### src/rtl/gpt_pkg.sv
package gpt_pkg;
  localparam int ADDR_W = 4;
  localparam int CTRL_W = 15;

  // control bit positions (decoded by the counter, capture and output logic)
  localparam int C_START = 0;
  localparam int C_AREL  = 1;
  localparam int C_PV_LO = 2;
  localparam int C_PRE   = 5;
  localparam int C_CMP   = 6;
  localparam int C_IDLE  = 7;
  localparam int C_CE_LO = 8;
  localparam int C_TS_LO = 10;
  localparam int C_TOG   = 12;
  localparam int C_HOLD  = 13;
  localparam int C_PIN   = 14;

  // status bit positions
  localparam int ST_MAT = 0;
  localparam int ST_OVF = 1;
  localparam int ST_CAP = 2;
  localparam int ST_W   = 3;

  typedef enum logic [ADDR_W-1:0] {
    A_CTRL  = 4'd0,
    A_COUNT = 4'd1,
    A_LOAD  = 4'd2,
    A_TRIG  = 4'd3,
    A_MATCH = 4'd4,
    A_CAPT  = 4'd5,
    A_STAT  = 4'd6,
    A_IEN   = 4'd7,
    A_WEN   = 4'd8
  } reg_addr_e;
endpackage

### src/rtl/gpt_prescale.sv
module gpt_prescale #(
  parameter int PV_W = 3
) (
  input  logic            clk,
  input  logic            rst_n,
  input  logic            run,
  input  logic            pre_en,
  input  logic [PV_W-1:0] pre_val,
  output logic            tick
);
  localparam int PC_W = 2 ** PV_W;

  logic [PC_W-1:0] pcnt_q, pcnt_d, mask;

  always_comb begin
    mask   = PC_W'((32'd2 << pre_val) - 32'd1);
    pcnt_d = run ? pcnt_q + 1'b1 : '0;
    tick   = run & (~pre_en | ((pcnt_q & mask) == mask));
  end

  always_ff @(posedge clk or negedge rst_n) begin
    if (!rst_n) pcnt_q <= '0;
    else        pcnt_q <= pcnt_d;
  end
endmodule

### src/rtl/gpt_capsync.sv
module gpt_capsync #(
  parameter int SYNC = 2
) (
  input  logic       clk,
  input  logic       rst_n,
  input  logic       pin,
  input  logic [1:0] sel,
  output logic       edge_evt
);
  logic [SYNC:0] sh_q, sh_d;
  logic          now_v, was_v;

  always_comb begin
    sh_d     = {sh_q[SYNC-1:0], pin};
    now_v    = sh_q[SYNC-1];
    was_v    = sh_q[SYNC];
    edge_evt = (sel[0] & now_v & ~was_v) | (sel[1] & ~now_v & was_v);
  end

  always_ff @(posedge clk or negedge rst_n) begin
    if (!rst_n) sh_q <= '0;
    else        sh_q <= sh_d;
  end
endmodule

### src/rtl/gpt_outgen.sv
module gpt_outgen (
  input  logic       clk,
  input  logic       rst_n,
  input  logic       ovf_evt,
  input  logic       mat_evt,
  input  logic [1:0] src_sel,
  input  logic       toggle,
  input  logic       idle_lvl,
  input  logic       pin_force,
  output logic       pin_out
);
  logic evt, pulse_q, pulse_d, tog_q, tog_d;

  always_comb begin
    unique case (src_sel)
      2'b00:   evt = 1'b0;
      2'b01:   evt = ovf_evt;
      default: evt = ovf_evt | mat_evt;
    endcase
    pulse_d = evt;
    tog_d   = (src_sel == 2'b00) ? 1'b0 : (tog_q ^ evt);
    pin_out = pin_force ? idle_lvl : (idle_lvl ^ (toggle ? tog_q : pulse_q));
  end

  always_ff @(posedge clk or negedge rst_n) begin
    if (!rst_n) begin
      pulse_q <= 1'b0;
      tog_q   <= 1'b0;
    end else begin
      pulse_q <= pulse_d;
      tog_q   <= tog_d;
    end
  end
endmodule

### src/rtl/gpt_core.sv
module gpt_core
  import gpt_pkg::*;
#(
  parameter int CNT_W = 32,
  parameter int PV_W  = 3,
  parameter int SYNC  = 2
) (
  input  logic              clk,
  input  logic              rst_n,
  input  logic              reg_we,
  input  logic [ADDR_W-1:0] reg_addr,
  input  logic [CNT_W-1:0]  reg_wdata,
  output logic [CNT_W-1:0]  reg_rdata,
  input  logic              cap_in,
  output logic              tmr_out,
  output logic              irq,
  output logic              wake
);
  localparam logic [CNT_W-1:0] CNT_MAX = '1;

  logic [CTRL_W-1:0] ctrl_q, ctrl_d;
  logic [CNT_W-1:0]  cnt_q, cnt_d, cnt_run, load_q, load_d, match_q, match_d, capt_q, capt_d;
  logic [ST_W-1:0]   stat_q, stat_d, ien_q, ien_d, wen_q, wen_d, stat_clr;
  logic              tick, ovf, mat, edge_evt, cap_ok;

  gpt_prescale #(.PV_W(PV_W)) u_pre (
    .clk(clk), .rst_n(rst_n), .run(ctrl_q[C_START]), .pre_en(ctrl_q[C_PRE]),
    .pre_val(ctrl_q[C_PV_LO +: PV_W]), .tick(tick));

  gpt_capsync #(.SYNC(SYNC)) u_cap (
    .clk(clk), .rst_n(rst_n), .pin(cap_in), .sel(ctrl_q[C_CE_LO +: 2]),
    .edge_evt(edge_evt));

  gpt_outgen u_out (
    .clk(clk), .rst_n(rst_n), .ovf_evt(ovf), .mat_evt(mat),
    .src_sel(ctrl_q[C_TS_LO +: 2]), .toggle(ctrl_q[C_TOG]),
    .idle_lvl(ctrl_q[C_IDLE]), .pin_force(ctrl_q[C_PIN]), .pin_out(tmr_out));

  always_comb begin
    ctrl_d   = ctrl_q;
    load_d   = load_q;
    match_d  = match_q;
    ien_d    = ien_q;
    wen_d    = wen_q;
    ovf      = 1'b0;
    cnt_run  = cnt_q;
    stat_clr = '0;

    if (tick) begin
      if (cnt_q == CNT_MAX) begin
        ovf = 1'b1;
        if (ctrl_q[C_AREL]) cnt_run = load_q;
        else begin
          cnt_run = '0;
          ctrl_d[C_START] = 1'b0;
        end
      end else begin
        cnt_run = cnt_q + 1'b1;
      end
    end
    mat    = tick & ctrl_q[C_CMP] & (cnt_run == match_q);
    cap_ok = edge_evt & ~(ctrl_q[C_HOLD] & stat_q[ST_CAP]);
    capt_d = cap_ok ? cnt_q : capt_q;
    cnt_d  = cnt_run;

    if (reg_we) begin
      unique case (reg_addr)
        A_CTRL:  ctrl_d   = reg_wdata[CTRL_W-1:0];
        A_COUNT: cnt_d    = reg_wdata;
        A_LOAD:  load_d   = reg_wdata;
        A_TRIG:  cnt_d    = load_q;
        A_MATCH: match_d  = reg_wdata;
        A_STAT:  stat_clr = reg_wdata[ST_W-1:0];
        A_IEN:   ien_d    = reg_wdata[ST_W-1:0];
        A_WEN:   wen_d    = reg_wdata[ST_W-1:0];
        default: ;
      endcase
    end

    stat_d = (stat_q & ~stat_clr) | {cap_ok, ovf, mat};

    unique case (reg_addr)
      A_CTRL:  reg_rdata = CNT_W'(ctrl_q);
      A_COUNT: reg_rdata = cnt_q;
      A_LOAD:  reg_rdata = load_q;
      A_MATCH: reg_rdata = match_q;
      A_CAPT:  reg_rdata = capt_q;
      A_STAT:  reg_rdata = CNT_W'(stat_q);
      A_IEN:   reg_rdata = CNT_W'(ien_q);
      A_WEN:   reg_rdata = CNT_W'(wen_q);
      default: reg_rdata = '0;
    endcase

    irq  = |(stat_q & ien_q);
    wake = |(stat_q & wen_q);
  end

  always_ff @(posedge clk or negedge rst_n) begin
    if (!rst_n) begin
      ctrl_q  <= '0;
      cnt_q   <= '0;
      load_q  <= '0;
      match_q <= '0;
      capt_q  <= '0;
      stat_q  <= '0;
      ien_q   <= '0;
      wen_q   <= '0;
    end else begin
      ctrl_q  <= ctrl_d;
      cnt_q   <= cnt_d;
      load_q  <= load_d;
      match_q <= match_d;
      capt_q  <= capt_d;
      stat_q  <= stat_d;
      ien_q   <= ien_d;
      wen_q   <= wen_d;
    end
  end
endmodule

### config.mk
export PLATFORM = sky130hd
export DESIGN_NAME = gpt_core
export DESIGN_NICKNAME = d
export VERILOG_FILES = /design/src/rtl/gpt_pkg.sv /design/src/rtl/gpt_prescale.sv /design/src/rtl/gpt_capsync.sv /design/src/rtl/gpt_outgen.sv /design/src/rtl/gpt_core.sv
export SDC_FILE = /design/constraint.sdc
export NUM_CORES = 1
export LEC_CHECK = 0
export BUFFER_PORTS_ARGS = -buffer_cell sky130_fd_sc_hd__buf_2
export CAP_MARGIN = 15
export CELL_PAD_IN_SITES_DETAIL_PLACEMENT = 0
export CELL_PAD_IN_SITES_GLOBAL_PLACEMENT = 1
export CORE_ASPECT_RATIO = 1.4
export CORE_MARGIN = 2
export CORE_UTILIZATION = 48
export DETAILED_ROUTE_END_ITERATION = 6
export PLACE_DENSITY = 0.89
export SYNTH_ARGS = -nofsm -noshare
export SYNTH_HDL_FRONTEND = slang
export SYNTH_SLANG_ARGS = --single-unit
export TNS_END_PERCENT = 100
### constraint.sdc
create_clock -name clk -period 4.19 [get_ports clk]
set_clock_uncertainty 0.05 [all_clocks]
set_input_delay 0.419 -clock clk [delete_from_list [all_inputs] [get_ports clk]]
set_output_delay 0.419 -clock clk [all_outputs]
set_load 0.03 [all_outputs]
==> impl_metrics.csv <==
group,metric,value,unit
layout,fill_cells,1764,
placement,dp_slack,5.44,ps
cts,clk_path_buf_depth,2,
cts,clock-sinks,165,
power_and_ir_drop,power_density,536,mW/mm^2
layout,layout_commonest_cell,"dfrtp_1",
floorplan,io_pins,75,
synthesis,syn_nets,997,
layout,drive_gt1_share,29.1,%
cts,clkSlewWorstSetupHoldPaths,70,ps
setup_path,crit_path_end_kind,"flop",
sta,setup_viol,0,
setup_path,cp.arrival,4270,ps
grt,gr-total-overflow,0,
setup_path,reg2reg_slack,200,ps
floorplan,rows,61,
sta,fmax,251,MHz
grt,grt_max_degree,96,
placement,portBuffers,74,
setup_path,path_buf_inv,2,
layout,n_antenna_cell,0,
placement,dpl_cell_area,0.0105,mm^2
sta,worst_slack,202,ps
power_and_ir_drop,ir_drop,0.000286,V
setup_path,worst_setup_path_start_kind,"flop",
cts,htreeDepth,4,
sta,finalCriticalPeriod,3990,ps
placement,routabilityCongestion,1.06,
synthesis,yosysSeqAreaShare,42.9,%
floorplan,die_width,124,um
grt,antenna_found_initial,0,
setup_path,worst_path_most_repeated_cell,"buf_4",
setup_path,worstPathRequired,4470,ps
sta,hold_violations,1,
sta,finalCritPeriodShare,95.2,%
synthesis,synth_edf_count,0,
sta,rsz0062_at_grt,"no",
synthesis,synthFlopType,"dfrtp_1",
cts,cts_tree,"yes",
routing,via_per_inst,6.54,
placement,hpwl,23400,um
synthesis,synth.distinct_cells,72,
routing,drt_wl_total,32200,um
setup_path,crit_path_max_fanout,14,
layout,layout_common_cells,"dfrtp_1, mux2_2, nand2_1",
layout,utilization,56.8,%
setup_path,crit_path_top_delay_cell,"a2111oi_1",
cts,clk_latency,440,ps
synthesis,ys_ff_latch,165,
synthesis,synthCells,954,
sta,holdWs,-1.08,ps
grt,grt_pass1_wl,49400,um
layout,syn2layout_area_growth,16.7,%
floorplan,die_area,0.0212,mm^2
routing,detail-route-antenna-nets,0,
synthesis,synth_async_sr_flop_share,100,%
routing,first_iter_violations,799,
setup_path,cpPeakStageDelay,530,ps
sta,slew_headroom,39.0,%
cts,cts_hold_buf,0,
floorplan,die_h,172,um
cts,clock-root-buffer,"clkbuf_16",
sta,drv_slew,0,
cts,cts_buffers,17,
outcome,status,"complete, but fails checks",
routing,drcViolationCount,0,
synthesis,syn_area,0.00962,mm^2
routing,via_count,8484,
sta,worstMarginPinSlew,915,ps
routing,routedWlPerCell,24.8,um
floorplan,start_util,48.7,%
outcome,violations,"negative hold slack",
routing,dr.pass1.iters,5,
min_path,min_path_type,"input port to asynchronous set/reset pin",
flow_run,maxCapViolCount,0,
grt,grt.total_usage,31.6,%
sta,tns,0,ps
setup_path,crit_type,"flop to flop",
synthesis,ys.warnings.count,0,
layout,postLayoutCellArea,0.0112,mm^2
setup_path,crit_chain,"or3_1 -> ha_1 -> o21ai_0 -> a31o_2 -> a41oi_1 -> a21o_1 -> buf_4 -> buf_4 -> a31oi_1 -> o2bb2ai_1 -> a2111oi_1 -> nand4b_1 -> nor3_1 -> and3b_1",
setup_path,cpLargestDelayFamily,"compound AO/OA/AOI/OAI gates",
layout,final_cells,1298,
power_and_ir_drop,leakagePower,4.99,nW
floorplan,core_area,0.0198,mm^2
power_and_ir_drop,power,6.02,mW
placement,dp.cells,1265,
synthesis,syn_area_per_cell,10.1,um^2
layout,final_nets,1077,
grt,grt_pass1_vias,8483,
flip-flops by register name (all words and copies together), names as in the netlist, 8 cells and up:
register / flops
ctrl_q: 15
match_q: 32
cnt_q: 32
load_q: 32
capt_q: 32
u_pre.pcnt_q: 8
final cells by class:
type / instances / area, um^2 / share of cell area, %
timing repair buffer: 131 / 817 / 7.27
sequential: 165 / 4130 / 36.8
inverter: 16 / 60.1 / 0.535
clock inverter: 13 / 277 / 2.46
tap: 252 / 315 / 2.81
clock buffer: 18 / 439 / 3.91
multi-input combinational: 703 / 5190 / 46.2
Yosys cell counts (all sizes together), types with 16 or more instances:
cell	number	area [um^2]
nand2	87	327
dfrtp	165	4130
xnor2	16	140
mux2i	29	290
a21oi	45	225
buf	22	108
a22o	17	149
a31oi	22	138
clkbuf	48	180
o21ai	31	159
nor2b	16	100
nor2	47	176
a221o	17	170
a222oi	19	190
nand3	36	180
inv	16	60.1
and3	18	113
mux2	118	1330
power by group:
group          switching, mW  total, mW  internal, mW  leakage, nW
Combinational          0.871       1.61         0.738         2.61
Clock                  0.663       1.91          1.25        0.350
Sequential             0.471       2.50          2.02         2.03
layer usage:
| layer | share of wire (%) | up-vias | global-route usage [%] |
|---|---|---|---|
| li1 | - | 3791 | - |
| met1 | 38 | 4324 | 36.6 |
| met2 | 54 | 284 | 56.3 |
| met3 | 4.0 | 85 | 4.87 |
| met4 | 4.2 | 0 | 15.1 |
| met5 | 0 | - | 0 |
path summary, 6_finish.rpt:
path                          startpoint       endpoint  depth (start not counted)
setup / recovery               ctrl_q[4]    u_out.tog_q                         14
hold / removal                     rst_n      ctrl_q[9]                          1
setup reg to reg               ctrl_q[4]    u_out.tog_q                         14
hold reg to reg            u_cap.sh_q[0]  u_cap.sh_q[1]                          0
max in group asynchronous          rst_n     load_q[16]                          2
min in group clk                  cap_in  u_cap.sh_q[0]                          1
kinds of logic (layout without fill, tap and decap cells):
group	count (synthesis)	count (layout)	share of synthesized area, %
muxes	147	147	16.8
DFF	165	165	42.9
and+or+nand+nor	280	280	15.2
buffers and inverters	86	178	3.61
xor gates and xnor gates	29	29	2.64
adders and majority gates	3	3	0.390
AOI/OAI and AO/OA	244	244	18.5
what timing repair did:
item / CTS / global route
setup endpoints to repair: 1 / 1
gates cloned: 0 / 0
pin swaps: 1 / 0
gates resized for setup: 0 / 1
setup buffers: 2 / 0
worst register-to-register path, delay by kind of cell, from the launching register on:
family	cells	cell delay, ps
flip-flops	1	380
adder cells (fa/ha/maj)	1	280
AO/OA/AOI/OAI	7	1640
buffers and inverters	2	460
AND/OR/NAND/NOR	4	1070
(Power assumes the default switching activity.)
